--- config.mk ---
export PLATFORM = sky130hd
export DESIGN_NAME = axil_split3
export DESIGN_NICKNAME = d
export VERILOG_FILES = /design/src/rtl/axil_split3.sv
export SDC_FILE = /design/constraint.sdc
export NUM_CORES = 1
export LEC_CHECK = 0
export ABC_AREA = 0
export BUFFER_PORTS_ARGS = -buffer_cell sky130_fd_sc_hd__buf_2
export CORE_AREA = 2 2 154 156
export DETAILED_ROUTE_END_ITERATION = 8
export DIE_AREA = 0 0 156 158
export PLACE_DENSITY = 0.44
export SLEW_MARGIN = 20
export SYNTH_ARGS = -nofsm -noshare
export SYNTH_HDL_FRONTEND = slang
export SYNTH_SLANG_ARGS = --single-unit
--- constraint.sdc ---
create_clock -name vclk -period 1.6
set_input_delay 0.24 -clock vclk [all_inputs]
set_output_delay 0.24 -clock vclk [all_outputs]
set_load 0.005 [all_outputs]
--- src/rtl/axil_split3.sv ---
module axil_split3 #(
  parameter int AW = 32,
  parameter int DW = 32,
  parameter int NP = 3
) (
  input  logic [AW-1:0]    up_awaddr,
  input  logic [2:0]       up_awprot,
  input  logic             up_awvalid,
  output logic             up_awready,
  input  logic [DW-1:0]    up_wdata,
  input  logic [DW/8-1:0]  up_wstrb,
  input  logic             up_wvalid,
  output logic             up_wready,
  output logic [1:0]       up_bresp,
  output logic             up_bvalid,
  input  logic             up_bready,
  input  logic [AW-1:0]    up_araddr,
  input  logic [2:0]       up_arprot,
  input  logic             up_arvalid,
  output logic             up_arready,
  output logic [DW-1:0]    up_rdata,
  output logic [1:0]       up_rresp,
  output logic             up_rvalid,
  input  logic             up_rready,
  output logic [AW-1:0]    dn_awaddr,
  output logic [2:0]       dn_awprot,
  output logic [NP-1:0]    dn_awvalid,
  input  logic [NP-1:0]    dn_awready,
  output logic [DW-1:0]    dn_wdata,
  output logic [DW/8-1:0]  dn_wstrb,
  output logic [NP-1:0]    dn_wvalid,
  input  logic [NP-1:0]    dn_wready,
  input  logic [2*NP-1:0]  dn_bresp,
  input  logic [NP-1:0]    dn_bvalid,
  output logic [NP-1:0]    dn_bready,
  output logic [AW-1:0]    dn_araddr,
  output logic [2:0]       dn_arprot,
  output logic [NP-1:0]    dn_arvalid,
  input  logic [NP-1:0]    dn_arready,
  input  logic [DW*NP-1:0] dn_rdata,
  input  logic [2*NP-1:0]  dn_rresp,
  input  logic [NP-1:0]    dn_rvalid,
  output logic [NP-1:0]    dn_rready
);
  localparam int SW = (NP > 1) ? $clog2(NP) : 1;
  localparam int LO = 2;
  localparam logic [1:0] DECERR = 2'b11;
  localparam logic [NP-1:0] ONE = {{(NP-1){1'b0}}, 1'b1};

  logic [SW-1:0] wsel, rsel;
  logic          whit, rhit;
  logic [NP-1:0] wmask, rmask;

  assign wsel  = up_awaddr[LO +: SW];
  assign rsel  = up_araddr[LO +: SW];
  assign whit  = (up_awaddr[AW-1:LO+SW] == '0) && (int'(wsel) < NP);
  assign rhit  = (up_araddr[AW-1:LO+SW] == '0) && (int'(rsel) < NP);
  assign wmask = whit ? (ONE << wsel) : '0;
  assign rmask = rhit ? (ONE << rsel) : '0;

  assign dn_awaddr  = up_awaddr;
  assign dn_awprot  = up_awprot;
  assign dn_wdata   = up_wdata;
  assign dn_wstrb   = up_wstrb;
  assign dn_araddr  = up_araddr;
  assign dn_arprot  = up_arprot;

  assign dn_awvalid = wmask & {NP{up_awvalid}};
  assign dn_wvalid  = wmask & {NP{up_wvalid}};
  assign dn_bready  = wmask & {NP{up_bready}};
  assign dn_arvalid = rmask & {NP{up_arvalid}};
  assign dn_rready  = rmask & {NP{up_rready}};

  assign up_awready = whit ? dn_awready[wsel] : (up_wvalid & up_bready);
  assign up_wready  = whit ? dn_wready[wsel]  : (up_awvalid & up_bready);
  assign up_bvalid  = whit ? dn_bvalid[wsel]  : (up_awvalid & up_wvalid);
  assign up_bresp   = whit ? dn_bresp[2*int'(wsel) +: 2] : DECERR;

  assign up_arready = rhit ? dn_arready[rsel] : up_rready;
  assign up_rvalid  = rhit ? dn_rvalid[rsel]  : up_arvalid;
  assign up_rdata   = rhit ? dn_rdata[DW*int'(rsel) +: DW] : '0;
  assign up_rresp   = rhit ? dn_rresp[2*int'(rsel) +: 2] : DECERR;

  always_comb begin
    assert_wr_onehot_R1: assert ($onehot0(dn_awvalid) && $onehot0(dn_wvalid));
    assert_rd_onehot_R2: assert ($onehot0(dn_arvalid));
    assert_ready_onehot_R5: assert ($onehot0(dn_bready) && $onehot0(dn_rready));
    if (!up_awvalid)
      assert_aw_drop_R8: assert (dn_awvalid == '0);
    if (!up_arvalid)
      assert_ar_drop_R8: assert (dn_arvalid == '0);
    if (!whit && up_bvalid)
      assert_wr_decerr_R6: assert (up_bresp == DECERR && dn_awvalid == '0);
    if (!rhit && up_rvalid)
      assert_rd_decerr_R6: assert (up_rdata == '0 && up_rresp == DECERR && dn_arvalid == '0);
  end
endmodule

# ---- Yosys cells after proc, flatten, opt, wreduce, memory -nomap -nowiden
# Cells that the tools add are included.
dict set report word_totals {
  regBits 0
  in_bits 234
  out_inout_bits 162
  wordCells 41
}
dict set report op_classes {
  n_lt_le_gt_ge 4
  n_shift 5
  n_mux 20
  bitwise 8
  n_reduce_logical 4
}
# op n
set op_table {}
lappend op_table {{$shiftx A96 B8 Y32} 1}
lappend op_table {{$logic_not A28 Y1} 2}
lappend op_table {{$mux W32} 1}
lappend op_table {{$and A3 B3 Y3} 5}
lappend op_table {{$shiftx A6 B4 Y2} 2}
lappend op_table {{$bmux W1 S2} 5}
lappend op_table {{$mux W1} 10}
lappend op_table {{$lt A2 B3 Y1 const B} 2}
lappend op_table {{$mux W3} 2}
lappend op_table {{$shl A1 B2 Y3 const A} 2}
lappend op_table {{$lt A2 B2 Y1 const B} 2}
lappend op_table {{$mux W2} 2}
lappend op_table {{$and A1 B1 Y1} 3}
lappend op_table {{$logic_and A1 B1 Y1} 2}

# ---- Logic depth before layout (Yosys ltp)
# Gate-level depths: netlist of run 1.
dict set report logic_depth {
  ltp_word 4
  ltp_mapped 6
  mapped_depth_nobuf 4
}

# ---- Least setup slack after synthesis of run 1
# No wires, ideal clock.
dict set report synth_timing {
  path_kind {input to output}
  start {input up_araddr[15]}
  end {output dn_arvalid[2]}
  arrival_time_ns 1.439
  required_time_ns 1.360
  setup_slack_ns -0.079
  path_stages 5
  n_path_buf 1
  cell_sequence {or4_1 -> a21oi_2 -> nand4_2 -> buf_6 -> nor4b_4}
}
dict set report synth_via {
  elab_chain_len 4
}
# element line_no
set synth_rtl {}
lappend synth_rtl {{from (decl)} 17} ;# input logic [AW-1:0] up_araddr,
lappend synth_rtl {{$logic_not A28 Y1} 57} ;# assign rhit = (up_araddr[AW-1:LO+SW] == '0) && (int'(rsel) < NP);
lappend synth_rtl {{$logic_and A1 B1 Y1} 57}
lappend synth_rtl {{$mux W3} 59} ;# assign rmask = rhit ? (ONE << rsel) : '0;
lappend synth_rtl {{$and A3 B3 Y3} 71} ;# assign dn_arvalid = rmask & {NP{up_arvalid}};
lappend synth_rtl {{to (decl)} 38} ;# output logic [NP-1:0] dn_arvalid,
# No other way between the ends.

# ---- Worst setup path after layout of run 1
dict set report layout_timing {
  start {input up_araddr[15]}
  end {output up_rresp[0]}
}
dict set report layout_via {
  elab_chain_len 3
}
# element line_no
set layout_rtl {}
lappend layout_rtl {{$logic_not A28 Y1} 57}
lappend layout_rtl {{$logic_and A1 B1 Y1} 57}
lappend layout_rtl {{$mux W2} 82} ;# assign up_rresp = rhit ? dn_rresp[2*int'(rsel) +: 2] : DECERR;
lappend layout_rtl {{to (decl)} 22} ;# output logic [1:0] up_rresp,
# No other way between the ends.

==> results of run 1 <==
layout by cell type, fill, tap and decap left out:
cell / n
sky130_fd_sc_hd__nor2_1: 70
sky130_fd_sc_hd__a21oi_4: 1
sky130_fd_sc_hd__nor4_2: 6
sky130_fd_sc_hd__or4_4: 1
sky130_fd_sc_hd__nor4_4: 3
sky130_fd_sc_hd__and3_4: 1
sky130_fd_sc_hd__nand2_1: 8
sky130_fd_sc_hd__and3_1: 5
sky130_fd_sc_hd__nor2b_1: 1
sky130_fd_sc_hd__buf_4: 36
sky130_fd_sc_hd__nor2b_4: 1
sky130_fd_sc_hd__mux2i_1: 46
sky130_fd_sc_hd__buf_2: 295
sky130_fd_sc_hd__nor4b_4: 2
sky130_fd_sc_hd__diode_2: 1
sky130_fd_sc_hd__a21oi_1: 37
sky130_fd_sc_hd__o211ai_1: 2
sky130_fd_sc_hd__nor3_2: 2
sky130_fd_sc_hd__nand4_4: 1
sky130_fd_sc_hd__and4b_1: 3
sky130_fd_sc_hd__nor4_1: 6
sky130_fd_sc_hd__nand4_1: 2
sky130_fd_sc_hd__buf_12: 5
sky130_fd_sc_hd__buf_8: 1
sky130_fd_sc_hd__buf_6: 10
sky130_fd_sc_hd__a211o_1: 2
sky130_fd_sc_hd__nor2_2: 3
sky130_fd_sc_hd__inv_1: 2
sky130_fd_sc_hd__and4_1: 1
worst paths after layout:
check | end | slack, ps | from
worst max-delay path | up_rresp[0] | -370 | up_araddr[15]
worst min-delay path | dn_wdata[16] | 480 | up_wdata[16]
where the power goes:
part | switching (mW) | internal [mW] | leakage [nW]
clock | 0 | 0.0000000838 | 0.00000634
sequential | 0 | 0 | 0
combinational | 0.320 | 0.406 | 2.10
cell type report:
class / count / area share [%]
diodes: 1 / 0.0668
inverters: 2 / 0.201
multi-input cells: 204 / 37.3
well taps: 290 / 9.69
repair buffers: 347 / 52.7
through the flow:
stage | cells | util (%) | total power, mW | hold slack (ps) | worst slack [ps]
final | 844 | 16.2 | 0.726 | 480 | -369
after global routing | 843 | 16.2 | 0.800 | 480 | -427
after CTS | 843 | 16.0 | 0.724 | 480 | -351
after detailed placement | 843 | 15.5 | 0.699 | 480 | -392
after global placement | 843 | 15.5 | 0.702 | 480 | -393
after floorplan | 334 | - | 0.432 | 561 | -42.8
repair_timing:
action                                  4_1_cts  5_1_grt
gates resized for setup                      18       11
pin swaps                                    10        1
endpoints found under the setup margin       56       56
critical path, stage by stage:
cell and delay [ps]:
sky130_fd_sc_hd__buf_6 100, sky130_fd_sc_hd__or4_4 540, sky130_fd_sc_hd__a21oi_4 160, sky130_fd_sc_hd__nand4_4 110, sky130_fd_sc_hd__buf_12 200, sky130_fd_sc_hd__a211o_1 250
sky130_fd_sc_hd__buf_2 130
cells by family after synthesis:
group | after synthesis | synth area share (%)
buf+inv | 130 | 41.3
compound gates | 42 | 10.3
mux | 46 | 21.0
simple gates | 116 | 27.4
layer usage:
metal	track usage, %	up-vias	wire [um]
met3	2.55	12	1280
met4	1.31	2	204
li1	-	1476	-
met2	14.9	244	5260
met5	0	-	12
met1	7.52	1283	3750
==> results.py, run 1 <==
metrics = {
    "power_and_ir_drop": {
        "ir_worst_vdd_mv": 0.0810,
        "leakage_component_of_the_power_nw": 2.10,
        "powerDensity_mw_per_mm2": 194,
    },
    "synthesis": {
        "synth_cell_types": 24,
        "instance_count_of_the_mapped_netlist": 334,
        "netlist_area_mm2": 0.00219,
        "yosysTopAreaCellShare_pct": 36.3,
        "post_synth.cell_area_avg_um2": 6.56,
        "synthMostInstantiatedCell": "sky130_fd_sc_hd__buf_4",
        "ys_top_cells_by_area": "sky130_fd_sc_hd__buf_4, sky130_fd_sc_hd__mux2i_1, sky130_fd_sc_hd__nor2_1, sky130_fd_sc_hd__a21oi_1, sky130_fd_sc_hd__nor4_1",
        "synth.yosys.warnings": 0,
        "synth.yosys.seq_area_share_pct": 0,
        "synthesis.nets": 568,
        "netlist_top_cells_count": "sky130_fd_sc_hd__buf_4, sky130_fd_sc_hd__nor2_1, sky130_fd_sc_hd__mux2i_1",
        "synth_top_cell_by_area": "sky130_fd_sc_hd__buf_4",
    },
    "cells_and_area": {
        "multi_input_comb_area_mm2": 0.00140,
        "flow.area_growth_from_synthesis_pct": 70.9,
        "drive_above_1_share_pct": 66.5,
        "num-fill-cells": 2655,
        "clock_buffers": 0,
        "final_cell_area_mm2": 0.00374,
        "nets": 789,
        "seqCellArea_um2": 0,
        "flops_and_latches": 0,
    },
    "worst_setup_path": {
        "timing.critical_path.to_type": "primary output",
        "worst-setup-path-type": "in -> out",
        "critical_path_fanouts_max": 33,
        "critical_path.startpoint_type": "input pin",
        "crit_required_ps": 1360,
        "worstPathArrival_ps": 1730,
    },
    "placed_design": {
        "dpl-instance-area_mm2": 0.00357,
        "gpl.final_weighted_congestion": 0.726,
        "port_buffers": 304,
        "post-dp-hpwl_um": 9400,
    },
    "floorplan": {
        "chipWidth_um": 156,
        "floorplan.initialDensity_pct": 9.50,
        "core-area_mm2": 0.0231,
        "rows": 56,
        "die-area_mm2": 0.0246,
        "io-pin-count": 396,
        "die_y_um": 158,
    },
    "grt": {
        "antenna_found_initial": 2,
        "grt_use_total_pct": 7.47,
        "global_route.overflow_total": 0,
        "grt_pass1_wl_um": 14700,
        "grt_max_degree": 34,
        "first_global_vias": 2815,
    },
    "routing": {
        "routed_wire_length_per_instance_um": 12.4,
        "viasPerCell": 3.57,
        "route.vias.total": 3017,
        "detailedRoute.firstPassIterationCount": 4,
        "wirelength_um": 10500,
        "drcViolationCount": 0,
        "detail-route-antenna-nets": 0,
        "detailedRoute.firstIterationViolations": 85,
    },
    "sta": {
        "grt_setup_unrepaired": "true",
        "clock.fmax_mhz": 508,
        "tightestPinTransition_ps": 539,
        "final_period_minus_worst_setup_slack_ps": 1970,
        "timing.slew.headroom_pct": 63.8,
        "report.final.slew_viol_count": 0,
        "postLayoutSetupSlackWorst_ps": -369,
        "finalSetupViolations": 56,
        "portion_of_the_clock_cycle_consumed_by_the_worst_path_in_the_final_layout_pct": 123,
        "finalHoldViolCount": 0,
        "finalSetupTns_ps": -11260,
    },
    "status": {
        "violations": "setup timing",
        "outcome": "finished, violations left",
    },
    "clock_network": {
        "cts_hold_repair.buffers": 0,
        "cts.repair_timing.setup_buffer_count": 0,
    },
    "hold_path": {
        "hold_depth": 0,
        "holdCritPathClass": "in -> out",
    },
    "job": {
        "cap_viol_max_count": 0,
    },
}
Power figures use the tool's default switching activity.
==> inputs of run 2 (changes only) <==
- clock period: 1.6 -> 1.7 ns (I/O delays scaled with it)
==> results.py, run 2 (synthesis gave the netlist of run 1 again) <==
metrics = {
    "status": {
        "outcome": "finished, violations left",
        "violations": "setup timing",
    },
    "routing": {
        "detail-route-antenna-nets": 0,
        "drcViolationCount": 0,
        "wirelength_um": 12000,
        "detailedRoute.firstPassIterationCount": 4,
        "viasPerCell": 3.72,
        "detailedRoute.firstIterationViolations": 80,
        "met1_length_um": 4580,
        "route.vias.total": 3119,
        "routed_wire_length_per_instance_um": 14.3,
        "met3_length_um": 1090,
        "routed.top_layer": "met5",
        "route.met2.wl_um": 6000,
    },
    "cells_and_area": {
        "seqCellArea_um2": 0,
        "nets": 785,
        "flops_and_latches": 0,
        "drive_above_1_share_pct": 68.9,
        "layout.cells.most_common": "sky130_fd_sc_hd__buf_2",
        "mostFrequentLayoutCells": "sky130_fd_sc_hd__buf_2, sky130_fd_sc_hd__nor2_1, sky130_fd_sc_hd__mux2i_1",
        "flow.area_growth_from_synthesis_pct": 77.4,
        "clock_buffers": 0,
        "diode_insertion_count_for_antenna_repair": 0,
        "non_filler_instances": 839,
    },
    "worst_setup_path": {
        "timing.critical_path.to_type": "primary output",
        "critical_path_fanouts_max": 21,
        "crit_required_ps": 1440,
        "worstPathArrival_ps": 1740,
        "critical_path.startpoint_type": "input pin",
        "worst-setup-path-type": "in -> out",
    },
    "sta": {
        "finalSetupTns_ps": -10320,
        "portion_of_the_clock_cycle_consumed_by_the_worst_path_in_the_final_layout_pct": 117,
        "final_period_minus_worst_setup_slack_ps": 1990,
        "final.hold.worst_slack_ps": 510,
        "grt_setup_unrepaired": "true",
        "report.final.slew_viol_count": 0,
        "timing.slew.headroom_pct": 81.1,
        "finalHoldViolCount": 0,
        "clock.fmax_mhz": 502,
        "postLayoutSetupSlackWorst_ps": -291,
        "finalSetupViolations": 55,
        "tightestPinTransition_ps": 282,
    },
    "power_and_ir_drop": {
        "power.share.switching_pct": 47.9,
        "finalPower_uw": 690,
        "leakage_component_of_the_power_nw": 2.12,
        "p_switching_uw": 330,
        "combPwrFrac_pct": 100.0,
        "clockPowerShare_pct": 0,
        "powerDensity_mw_per_mm2": 177,
        "seqPwrFrac_pct": 0,
        "ir_worst_vdd_mv": 0.0812,
        "p_int_uw": 360,
    },
    "floorplan": {
        "chipWidth_um": 156,
        "rows": 56,
        "io-pin-count": 396,
        "core-area_mm2": 0.0231,
        "die-area_mm2": 0.0246,
        "die_y_um": 158,
        "floorplan.initialDensity_pct": 9.50,
    },
    "placed_design": {
        "dpl.cell_count": 834,
        "dpl_worst_slack_ps": -316,
        "gpl.final_weighted_congestion": 0.769,
        "post-dp-hpwl_um": 9540,
        "port_buffers": 304,
    },
    "grt": {
        "antenna_found_initial": 1,
        "grt_use_total_pct": 8.57,
        "grt_pass1_wl_um": 16000,
        "grt_max_degree": 29,
        "global_route.overflow_total": 0,
        "first_global_vias": 2961,
    },
    "job": {
        "cap_viol_max_count": 0,
    },
    "clock_network": {
        "cts_hold_repair.buffers": 0,
    },
    "hold_path": {
        "holdCritPathClass": "in -> out",
    },
}
[run 2: path summary, 6_finish.rpt]
check,startpoint,endpoint,slack (ps),cells past startpoint
worst max-delay path,up_araddr[15],up_rresp[0],-290,7
worst min-delay path,up_wdata[10],dn_wdata[10],510,0
[run 2: what timing repair did]
action	in CTS	in global routing
pin swaps	25	2
gates resized for setup	28	36
setup buffers	1	1
cloned	5	0
endpoints found under the setup margin	56	56
[run 2: layout make-up]
cell class | count | area [um2]
Inverter | 2 | 7.51
Multi-Input combinational cell | 204 | 1520
Timing Repair Buffer | 343 | 2000
Tap cell | 290 | 363
Fill cell | 2665 | 19200
[run 2: power by group through the flow]
| stage | combinational, mW | sequential [mW] | clock (mW) |
|---|---|---|---|
| after floorplan | 0.406 | 0 | 0 |
| after global placement | 0.652 | 0 | 0 |
| after detailed placement | 0.653 | 0 | 0 |
| after CTS | 0.673 | 0 | 0 |
| after global routing | 0.761 | 0 | 0 |
| final | 0.690 | 0 | 0 |
[run 2: through the flow]
step	util [%]	instance area, um2
5_1_grt	16.9	3890
6_report	16.9	3890
4_1_cts	16.2	3740
3_5_place_dp	15.1	3490
2_1_floorplan	-	2190
3_3_place_gp	15.1	3490
[run 2: worst max-delay path, stage by stage]
cell and delay, ps:
sky130_fd_sc_hd__buf_6 90, sky130_fd_sc_hd__or4_4 540, sky130_fd_sc_hd__a21oi_4 150, sky130_fd_sc_hd__nand4_4 130, sky130_fd_sc_hd__buf_12 200, sky130_fd_sc_hd__a211o_1 230
sky130_fd_sc_hd__buf_2 120
[run 2: per-layer routing]
layer / GRT usage, % / vias up
met3: 1.51 / 28
met2: 16.9 / 247
met4: 2.40 / 2
li1: - / 1468
met5: 0 / -
met1: 9.29 / 1374
